<file path="src/rtl/w2n_pkg.sv">
package w2n_pkg;

    localparam int AW        = 32;
    localparam int UP_DW     = 64;
    localparam int DN_DW     = 32;
    localparam int UP_SW     = UP_DW / 8;
    localparam int DN_SW     = DN_DW / 8;
    localparam int NHALF     = UP_DW / DN_DW;
    localparam int ALIGN_LSB = $clog2(UP_SW);
    localparam logic [AW-1:0] HALF_OFS = AW'(DN_SW);

    typedef enum logic [2:0] {
        ST_IDLE,
        ST_LO_SETUP,
        ST_LO_ACCESS,
        ST_HI_SETUP,
        ST_HI_ACCESS,
        ST_DONE
    } seq_state_e;

    typedef struct packed {
        logic [AW-1:0]    base;
        logic [UP_DW-1:0] wdata;
        logic [UP_SW-1:0] strb;
        logic             write;
    } wide_req_t;

    function automatic logic [AW-1:0] align_down(input logic [AW-1:0] a);
        return {a[AW-1:ALIGN_LSB], {ALIGN_LSB{1'b0}}};
    endfunction

    // bit 0: lower half issued, bit 1: upper half issued
    function automatic logic [1:0] halves_needed(input wide_req_t r);
        logic lo, hi;
        if (!r.write) return 2'b11;
        lo = |r.strb[DN_SW-1:0];
        hi = |r.strb[UP_SW-1:DN_SW];
        if (!lo && !hi) return 2'b01;
        return {hi, lo};
    endfunction

endpackage

</file>
<file path="src/rtl/w2n_req_capture.sv">
module w2n_req_capture
    import w2n_pkg::*;
(
    input  logic      clk,
    input  logic      rst,
    input  logic      load,
    input  wide_req_t req_in,
    output wide_req_t req_q,
    output logic [1:0] need_q
);
    always_ff @(posedge clk) begin
        if (rst)       req_q <= '0;
        else if (load) req_q <= req_in;
    end

    assign need_q = halves_needed(req_q);
endmodule

</file>
<file path="src/rtl/w2n_seq_fsm.sv">
module w2n_seq_fsm
    import w2n_pkg::*;
(
    input  logic       clk,
    input  logic       rst,
    input  logic       start,
    input  logic [1:0] need_now,
    input  logic [1:0] need_q,
    input  logic       dn_ready,
    output seq_state_e state
);
    seq_state_e nxt;

    always_comb begin
        nxt = state;
        unique case (state)
            ST_IDLE:      if (start) nxt = need_now[0] ? ST_LO_SETUP : ST_HI_SETUP;
            ST_LO_SETUP:  nxt = ST_LO_ACCESS;
            ST_LO_ACCESS: if (dn_ready) nxt = need_q[1] ? ST_HI_SETUP : ST_DONE;
            ST_HI_SETUP:  nxt = ST_HI_ACCESS;
            ST_HI_ACCESS: if (dn_ready) nxt = ST_DONE;
            ST_DONE:      nxt = ST_IDLE;
            default:      nxt = ST_IDLE;
        endcase
    end

    always_ff @(posedge clk) begin
        if (rst) state <= ST_IDLE;
        else     state <= nxt;
    end
endmodule

</file>
<file path="src/rtl/w2n_resp_collect.sv">
module w2n_resp_collect
    import w2n_pkg::*;
#(
    parameter int W  = DN_DW,
    parameter int NH = NHALF
) (
    input  logic            clk,
    input  logic            rst,
    input  logic            clear,
    input  logic [NH-1:0]   take,
    input  logic [W-1:0]    word_in,
    input  logic            err_in,
    output logic [NH*W-1:0] merged,
    output logic            err_acc
);
    for (genvar g = 0; g < NH; g++) begin : g_half
        logic [W-1:0] word_q;
        always_ff @(posedge clk) begin
            if (rst)          word_q <= '0;
            else if (take[g]) word_q <= word_in;
        end
        assign merged[g*W +: W] = word_q;
    end

    always_ff @(posedge clk) begin
        if (rst || clear)  err_acc <= 1'b0;
        else if (|take)    err_acc <= err_acc | err_in;
    end
endmodule

</file>
<file path="src/rtl/apb_w2n_bridge.sv">
module apb_w2n_bridge
    import w2n_pkg::*;
(
    input  logic             clk,
    input  logic             rst,
    input  logic             up_sel,
    input  logic             up_enable,
    input  logic             up_write,
    input  logic [AW-1:0]    up_addr,
    input  logic [UP_DW-1:0] up_wdata,
    input  logic [UP_SW-1:0] up_strb,
    output logic             up_ready,
    output logic [UP_DW-1:0] up_rdata,
    output logic             up_slverr,
    output logic             dn_sel,
    output logic             dn_enable,
    output logic             dn_write,
    output logic [AW-1:0]    dn_addr,
    output logic [DN_DW-1:0] dn_wdata,
    output logic [DN_SW-1:0] dn_strb,
    input  logic             dn_ready,
    input  logic [DN_DW-1:0] dn_rdata,
    input  logic             dn_slverr
);
    wide_req_t  req_in, req_q;
    logic [1:0] need_q;
    seq_state_e state;
    logic       start, in_lo, in_hi, in_acc;
    logic [NHALF-1:0] take;
    logic [UP_DW-1:0] merged;
    logic             err_acc;

    logic [DN_DW-1:0] wd_half [NHALF];
    logic [DN_SW-1:0] sb_half [NHALF];

    always_comb begin
        req_in.base  = align_down(up_addr);
        req_in.wdata = up_wdata;
        req_in.strb  = up_strb;
        req_in.write = up_write;
    end

    assign start = (state == ST_IDLE) && up_sel && !up_enable;

    w2n_req_capture cap_i (
        .clk(clk), .rst(rst), .load(start),
        .req_in(req_in), .req_q(req_q), .need_q(need_q)
    );

    w2n_seq_fsm fsm_i (
        .clk(clk), .rst(rst), .start(start),
        .need_now(halves_needed(req_in)), .need_q(need_q),
        .dn_ready(dn_ready), .state(state)
    );

    assign in_lo  = (state == ST_LO_SETUP) || (state == ST_LO_ACCESS);
    assign in_hi  = (state == ST_HI_SETUP) || (state == ST_HI_ACCESS);
    assign in_acc = (state == ST_LO_ACCESS) || (state == ST_HI_ACCESS);

    for (genvar g = 0; g < NHALF; g++) begin : g_split
        assign wd_half[g] = req_q.wdata[g*DN_DW +: DN_DW];
        assign sb_half[g] = req_q.strb[g*DN_SW +: DN_SW];
    end

    assign take[0] = (state == ST_LO_ACCESS) && dn_ready;
    assign take[1] = (state == ST_HI_ACCESS) && dn_ready;

    w2n_resp_collect #(.W(DN_DW), .NH(NHALF)) col_i (
        .clk(clk), .rst(rst), .clear(start), .take(take),
        .word_in(dn_rdata), .err_in(dn_slverr),
        .merged(merged), .err_acc(err_acc)
    );

    assign dn_sel    = in_lo || in_hi;
    assign dn_enable = in_acc;
    assign dn_write  = dn_sel && req_q.write;
    assign dn_addr   = dn_sel ? (req_q.base + (in_hi ? HALF_OFS : '0)) : '0;
    assign dn_wdata  = dn_sel ? wd_half[in_hi] : '0;
    assign dn_strb   = dn_write ? sb_half[in_hi] : '0;

    assign up_ready  = (state == ST_DONE);
    assign up_rdata  = up_ready ? merged : '0;
    assign up_slverr = up_ready && err_acc;
endmodule

</file>
<file path="config.mk">
export PLATFORM = sky130hd
export DESIGN_NAME = apb_w2n_bridge
export DESIGN_NICKNAME = d
export VERILOG_FILES = /design/src/rtl/w2n_pkg.sv /design/src/rtl/w2n_req_capture.sv /design/src/rtl/w2n_seq_fsm.sv /design/src/rtl/w2n_resp_collect.sv /design/src/rtl/apb_w2n_bridge.sv
export SDC_FILE = /design/constraint.sdc
export NUM_CORES = 1
export LEC_CHECK = 0
export BUFFER_PORTS_ARGS = -buffer_cell sky130_fd_sc_hd__buf_2
export CORE_ASPECT_RATIO = 0.5
export CORE_UTILIZATION = 46
export DETAILED_ROUTE_END_ITERATION = 12
export GPL_TIMING_DRIVEN = 0
export MAX_ROUTING_LAYER = met4
export PLACE_DENSITY = 0.76
export SYNTH_ARGS = -nofsm -noshare
export SYNTH_HDL_FRONTEND = slang
export SYNTH_HIERARCHICAL = 1
export SYNTH_SLANG_ARGS = --single-unit
</file>
<file path="constraint.sdc">
create_clock -name clk -period 4.3 [get_ports clk]
set_clock_uncertainty 0.1 [all_clocks]
set_input_delay 0.86 -clock clk [delete_from_list [all_inputs] [get_ports clk]]
set_output_delay 0.86 -clock clk [all_outputs]
set_load 0.03 [all_outputs]
</file>
### Word level (Yosys, flattened, before mapping)

Cells that the tools add are included.

* bits in registers: 170
* input bits: 143
* output and inout bits: 137
* word-level logic and storage cells: 74

* add/sub/neg operators: 1
* $lt $le $gt $ge: 1
* equality and inequality tests: 8
* muxes and demuxes: 29
* bitwise gates (word level): 2
* reduce and logical (&&, ||, !) cells: 25

Operators by type and width (count)
* $mux 32: 5
* $mux 64: 1
* $add 32x3->32: 1
* $mux 4: 4
* $reduce_or 4->1: 4
* $mux 3: 5
* $pmux 3 s5: 1
* $mux 2: 5
* $logic_and 1x1->1: 8
* $mux 1: 8
* $eq 3x2->1 const B: 2
* $eq 3x3->1 const B: 2
* $logic_not 1->1: 5
* $logic_or 1x1->1: 5
* $ne 2x2->1 const B: 2
* $eq 3x1->1 const B: 1
* $logic_not 3->1: 1
* $reduce_and 3->1: 1
* $ge 2x2->1 const B: 1
* $ne 2x1->1 const B: 1
* $not 1->2: 1
* $reduce_or 2->1: 1
* $or 1x1->1: 1

### Depth between registers and ports, before layout

Gate-level depths: netlist (run 1).

* depth in word-level cells: 10
* gate-level depth with buffers: 13
* mapped depth without buffers: 8

### Modules after synthesis

The synthesis (run 1) kept the hierarchy.

Modules (own cells, without submodules)
* w2n_req_capture: times used 1, cells each 343, area each 3778.6 um2, seq. area each 2102.0 um2
* w2n_resp_collect: times used 1, cells each 211, area each 2373.5 um2, seq. area each 1301.2 um2
* apb_w2n_bridge: times used 1, cells each 346, area each 1866.8 um2, seq. area each 0.0 um2
* w2n_seq_fsm: times used 1, cells each 22, area each 205.2 um2, seq. area each 60.1 um2

### Least setup slack after synthesis (run 1)

Ideal clock, no wire load.

* path type: register -> output
* start: register fsm_i.state[2]
* end: output port dn_addr[18]
* arrival time: 3.600 ns
* data required time: 3.340 ns
* slack: -0.260 ns
* cell stages (with the launch flop): 13
* path buffers: 4
* cells stage by stage: dfxtp_1 clkbuf_1 nand2b_1 o22a_1 clkbuf_1 inv_2 buf_1 ha_1 nand3_2 or4_4 buf_6 or4_1 a21oi_1

* cells in the longest elaborated chain, start to end: 5
* elaborated cells between the ends (all ways): 10
* classes of those cells: 1 x add/sub; 4 x eq/ne; 2 x mux; 3 x reduce/logical

Ends and longest elaborated chain
* start, declared: line w2n_seq_fsm.sv:10 `output seq_state_e state`
* start signal, assigned: line w2n_seq_fsm.sv:29 `else state <= nxt;`
* $eq 3x2->1 / $eq 3x3->1 (equally long branches): line apb_w2n_bridge.sv:57 `assign in_hi = (state == ST_HI_SETUP) || (state == ST_HI_ACCESS);`
* $logic_or 1x1->1: line apb_w2n_bridge.sv:57
* $mux 3: line apb_w2n_bridge.sv:77 `assign dn_addr = dn_sel ? (req_q.base + (in_hi ? HALF_OFS : '0)) : '0;`
* $add 32x3->32: line apb_w2n_bridge.sv:77
* $mux 32 (*): line apb_w2n_bridge.sv:77
* end, declared: line apb_w2n_bridge.sv:18 `output logic [AW-1:0] dn_addr,`

Mark *: on every way between the ends. The rest lies on a longest branch, timed or not.

### Final worst setup path (run 1)

* start: register fsm_i.state[2]
* end: output port dn_addr[30]

Same word-level chain as after synthesis.

==> results of run 1 <==
final timing paths:
path,start,slack (ns),to,cells after the start
worst min register to register,col_i/g_half[1].word_q[19],0.38,col_i/g_half[1].word_q[19],2
worst max register to register,fsm_i/state[2],2.36,cap_i/req_q[76],8
worst min-delay path,col_i/g_half[1].word_q[19],0.38,col_i/g_half[1].word_q[19],2
worst max-delay path,fsm_i/state[2],0.12,dn_addr[30],11
cell type report:
class	instances	area, um^2	share of cell area (%)
plain buffers	62	493	4.64
flip-flops and latches	173	3470	32.7
clock buffers	19	453	4.26
diodes	2	5.00	0.0471
clock inverters	13	163	1.53
repair inverters	1	6.26	0.0588
multi-input cells	675	4320	40.6
well taps	234	293	2.75
repair buffers	277	1390	13.1
inverters	8	37.5	0.353
state kept, by name, indices dropped and copies added, names as in the netlist:
| signal | count |
|---|---|
| cap_i/req_q | 105 |
| col_i/g_half.word_q | 64 |
| fsm_i/state | 3 |
| col_i/err_acc | 1 |
metrics by stage:
step	util [%]	setup TNS [ns]	cell area [um^2]
after CTS	61.0	0	10600
after global placement	57.1	-5.59	9930
after global routing	61.1	0	10600
after floorplan	-	0	8260
after detailed placement	57.1	-6.45	9930
final	61.1	0	10600
power groups by stage:
stage,logic [uW],clock network [uW],registers (uW)
floorplan,254,0,1730
global placement,380,0,1740
detailed placement,389,0,1740
CTS,393,1630,1710
global route,427,1710,1720
finish,389,1600,1710
routing by layer:
layer / part of all wire, % / track usage (%) / vias up / routed length (um)
met5: 0 / - / - / 0
met4: 2.5 / 9.67 / 0 / 567
met3: 4.5 / 4.95 / 42 / 1010
met2: 47 / 40.4 / 225 / 10500
met1: 46 / 30.2 / 3494 / 10300
li1: - / - / 3685 / -
what timing repair did:
| action | 4_1_cts | 5_1_grt |
|---|---|---|
| gates cloned | 1 | 0 |
| gates resized for setup | 21 | 7 |
| hold buffers | 0 | 0 |
| pin swaps | 2 | 0 |
| setup buffers | 1 | 0 |
| setup endpoints to repair | 24 | 9 |
worst max-delay path, delay by kind of cell, from the launching register on:
| family | cells | cell delay [ns] |
|---|---|---|
| buf+inv | 4 | 0.63 |
| fa+ha+maj | 1 | 0.16 |
| simple gates | 4 | 1.19 |
| compound gates | 2 | 0.42 |
| flops | 1 | 0.39 |
==> flow_metrics.py, run 1 <==
metrics = {
    "place": {
        "place_hpwl_um": 16700,
        "portBuffers": 276,
        "place_ws_ns": -0.615,
        "gp_congestion": 0.884,
        "placedCellCount": 1431,
    },
    "die": {
        "io_pins": 280,
        "dieHeight_um": 96.4,
        "start_util_pct": 47.2,
        "die_x_um": 191,
        "row_count": 34,
        "die_area_um2": 18400,
        "design.core.area_um2": 17400,
    },
    "detailed_routing": {
        "routedWlPerCell_um": 15.3,
        "routed_wl_um": 22400,
        "vias": 7446,
        "drt_first_pass_iters": 5,
        "drc": 0,
        "ant_nets": 0,
        "via_per_inst": 5.09,
        "drtIter0Drc": 250,
    },
    "layout": {
        "fillers": 1519,
        "final_common_cell": "buf_2",
        "stdcell_count": 1464,
        "drive_above_1_share_pct": 30.1,
        "final_cell_mix": "282 x buf_2, 188 x nor2_1, 170 x mux2i_1, 170 x dfxtp_1, 86 x nand2_1",
        "fin_nets": 1360,
        "area_growth_pct": 29.6,
    },
    "timing": {
        "rsz0062_at_grt": "false",
        "min_period_ns": 4.18,
        "finalHoldViolCount": 0,
        "final.setup.worst_slack_ns": 0.119,
        "worst-slew-pin-transition_ns": 0.634,
        "relSlewSlack_pct": 57.7,
        "final.period_utilization_pct": 97.2,
        "fmax_ghz": 0.239,
        "setup_viol": 0,
        "drv_slew": 0,
        "hold_ws_ns": 0.383,
    },
    "global_routing": {
        "antenna_found_initial": 2,
        "grt_pass1_vias": 6803,
        "grt_max_degree": 17,
        "grt_pass1_wl_um": 34600,
        "grt_util_all_layers_pct": 24.7,
        "grt.overflow.total": 0,
    },
    "worst_setup_path": {
        "critPathArrivalTime_ns": 3.22,
        "crit_path_start_kind": "flip-flop",
        "cpMaxStageDelayCell": "or4_1",
        "path_cells": "clkbuf_8 > nand2b_1 > o22a_4 > inv_8 > ha_4 > nand3_4 > or4_4 > buf_6 > or4_1 > a21oi_4 > buf_4",
        "crit_required_ns": 3.34,
        "worstPathMaxFanout": 10,
        "worst_path_largest_cell_delay_ns": 0.52,
        "crit_type": "flip-flop to primary output",
        "setup.worst_path.end_class": "primary output",
    },
    "power_and_ir_drop": {
        "finalPower_uw": 3700,
        "pwr_density_cell_nw_per_um2": 348,
        "combPwrFrac_pct": 10.5,
        "netSwitchingPower_uw": 914,
        "max-vdd-ir-drop_uv": 287,
        "pwr-share-seq_pct": 46.2,
        "intPower_uw": 2790,
        "p_clk_share_pct": 43.3,
        "p_leak_uw": 0.00450,
        "p_sw_share_pct": 24.7,
    },
    "logic_synthesis": {
        "synth_cells": 919,
        "syn_avg_cell_area_um2": 8.93,
        "yosysWarnings": 6,
        "syn_area_um2": 8210,
    },
    "clocking": {
        "htreeDepth": 4,
        "clk_latency_ns": 0.42,
        "clockBufferDepth": 2,
        "cts_buffers": 17,
        "clock_sinks": 173,
        "clkTransAtPathRegs_ns": 0.07,
        "root_buffer": "clkbuf_16",
        "cts_tree": "done",
    },
    "run": {
        "cap_violations": 0,
    },
    "outcome": {
        "status": "finished clean",
    },
    "worst_hold_path": {
        "worstHoldPathType": "flip-flop to flip-flop",
    },
}
Power figures use the tool's default switching activity.
==> run 2, diff against run 1 <==
- ABC_CLOCK_PERIOD_IN_PS: not set -> 4300
- BUFFER_PORTS_ARGS: -buffer_cell sky130_fd_sc_hd__buf_2 -> -buffer_cell sky130_fd_sc_hd__buf_4
- CELL_PAD_IN_SITES_DETAIL_PLACEMENT: not set -> 0
- CELL_PAD_IN_SITES_GLOBAL_PLACEMENT: not set -> 1
- CORE_UTILIZATION: 46 -> 33
- PLACE_DENSITY: 0.76 -> 0.75
==> run 2 against run 1 <==
Register-to-register slack worse by 0.02 ns. Critical path depth stayed put. Final cell count is 7.2% higher. Core utilization is 14 points lower. Highest routed layer unchanged. Critical endpoint unchanged. Via count is 1.4% lower. Largest cell class unchanged.
==> flow_metrics.py, run 2 (synthesized netlist as in run 1, its figures left out) <==
metrics = {
    "outcome": {
        "status": "finished clean",
    },
    "global_routing": {
        "grt_pass1_wl_um": 39500,
        "use_met1_pct": 25.9,
        "grt_pass1_vias": 7257,
        "grt.overflow.total": 0,
        "grt_util_all_layers_pct": 20.7,
        "grt_util_met3_pct": 3.43,
        "busiest_layer": "met2",
        "antenna_found_initial": 1,
        "grt_util_met2_pct": 33.4,
        "grt_max_degree": 17,
    },
    "clocking": {
        "clkTransAtPathRegs_ns": 0.07,
        "holdBufCountCts": 0,
        "htreeDepth": 4,
        "clock_sinks": 173,
        "clockBufferDepth": 2,
        "root_buffer": "clkbuf_16",
        "cts_buffers": 17,
        "clk_latency_ns": 0.44,
        "cts_tree": "done",
    },
    "layout": {
        "fillers": 2380,
        "final_cell_mix": "286 x buf_4, 188 x nor2_1, 170 x mux2i_1, 170 x dfxtp_1, 86 x nand2_1",
        "fin_nets": 1365,
        "register_area_um2": 3470,
        "reg.largest.list": "cap_i/req_q: 105 flops, col_i/g_half.word_q: 64 flops, fsm_i/state: 3 flops",
        "multi_input_area_um2": 4350,
        "finish.utilization_pct": 47.6,
        "final_common_cell": "buf_4",
        "drive_above_1_share_pct": 30.8,
        "largest-register": "cap_i/req_q",
        "largest_reg_flops": 105,
        "area_growth_pct": 40.4,
    },
    "worst_setup_path": {
        "crit_start": "fsm_i/state[2]",
        "regToRegSetupSlack_ns": 2.34,
        "crit_type": "flip-flop to primary output",
        "worstReg2RegEnd": "cap_i/req_q[75]",
        "reg2reg_from": "fsm_i/state[1]",
        "crit_required_ns": 3.34,
        "worstPathMaxFanout": 10,
        "reg2reg_depth": 8,
        "crit_path_start_kind": "flip-flop",
        "setup.worst_path.end_class": "primary output",
        "cp-endpoint": "dn_addr[30]",
        "critPathArrivalTime_ns": 3.21,
    },
    "timing": {
        "drv_slew": 0,
        "min_period_ns": 4.17,
        "final.period_utilization_pct": 96.9,
        "hold_ws_ns": 0.385,
        "setup_viol": 0,
        "relSlewSlack_pct": 55.1,
        "fmax_ghz": 0.240,
        "finalHoldViolCount": 0,
        "rsz0062_at_grt": "false",
        "worst-slew-pin-transition_ns": 0.674,
    },
    "place": {
        "gp_congestion": 0.841,
        "portBuffers": 276,
        "place_hpwl_um": 19500,
    },
    "die": {
        "die_area_um2": 25500,
        "row_count": 40,
        "io_pins": 280,
        "dieHeight_um": 114,
        "design.core.area_um2": 24200,
        "start_util_pct": 33.9,
        "die_x_um": 225,
    },
    "run": {
        "cap_violations": 0,
    },
    "detailed_routing": {
        "drc": 0,
        "drt_first_pass_iters": 4,
        "ant_nets": 0,
        "routed_wl_um": 25600,
        "vias": 7344,
        "drtIter0Drc": 275,
        "routedWlPerCell_um": 16.3,
        "via_per_inst": 4.68,
    },
    "power_and_ir_drop": {
        "max-vdd-ir-drop_uv": 293,
        "pwr_density_cell_nw_per_um2": 328,
        "p_leak_uw": 0.00462,
    },
    "worst_hold_path": {
        "worstHoldPathType": "flip-flop to flip-flop",
    },
}
[run 2: cell types whose count changed in the layout (fill, tap and decap cells not counted), sizes merged]
cell      before  now
buf          314  320
clkinvlp       3    5
diode          2    1
inv           12    9
clkbuf        44   45
clkinv         4    2
[run 2: timing repair]
action,CTS,global route
gates resized for setup,24,9
pin swaps,2,1
setup endpoints to repair,27,9
cloned,1,0
setup buffers,3,2
[run 2: per-stage QoR]
| step | cell area [um^2] | cells | worst slack [ns] | setup TNS [ns] | power (uW) |
|---|---|---|---|---|---|
| after floorplan | 8260 | 921 | 0.0153 | 0 | 1980 |
| after global placement | 10700 | 1533 | -0.649 | -7.23 | 2170 |
| after detailed placement | 10700 | 1533 | -0.742 | -8.09 | 2180 |
| after CTS | 11500 | 1566 | 0.0165 | 0 | 3830 |
| after global routing | 11500 | 1569 | 0.0134 | 0 | 3940 |
| final | 11500 | 1569 | 0.135 | 0 | 3780 |
[run 2: layer usage]
layer	wire length [um]	vias up
met5	0	-
met4	622	0
met3	686	30
met2	12200	125
met1	12000	3497
li1	-	3692
[run 2: how the worst min path moves through the flow]
stage                          startpoint                          to  depth (start not counted)
2_1_floorplan             cap_i/req_q[73]             cap_i/req_q[73]                          2
3_3_place_gp   col_i/g_half[0].word_q[15]  col_i/g_half[0].word_q[15]                          2
3_5_place_dp    col_i/g_half[1].word_q[0]   col_i/g_half[1].word_q[0]                          2
4_1_cts        col_i/g_half[1].word_q[13]  col_i/g_half[1].word_q[13]                          2
5_1_grt        col_i/g_half[1].word_q[22]  col_i/g_half[1].word_q[22]                          2
6_report       col_i/g_half[1].word_q[22]  col_i/g_half[1].word_q[22]                          2
[run 2: power breakdown]
part	switching (uW)	total, uW	internal, uW
logic	219	438	219
registers	47.1	1710	1660
clock network	669	1640	970
total	934	3780	2850
[run 2: cell type report]
type                       count  share of cell area (%)
timing repair inverter         1                  0.0543
clock buffer                  21                    4.17
multi-input combinational    675                    37.7
antenna                        1                  0.0217
buffer                        63                    4.37
timing repair buffer         281                    18.3
tap                          336                    3.65
inverter                       8                   0.326
sequential                   173                    30.1
clock inverter                10                    1.19
[run 2: worst max-delay path: stages (launching register included)]
cell and delay [ns]:
dfxtp_4 0.39, clkbuf_8 0.17, nand2b_1 0.07, o22a_4 0.23, inv_8 0.08, ha_4 0.15
nand3_4 0.12, or4_4 0.56, buf_6 0.17, or4_4 0.49, a21oi_4 0.17, buf_6 0.15
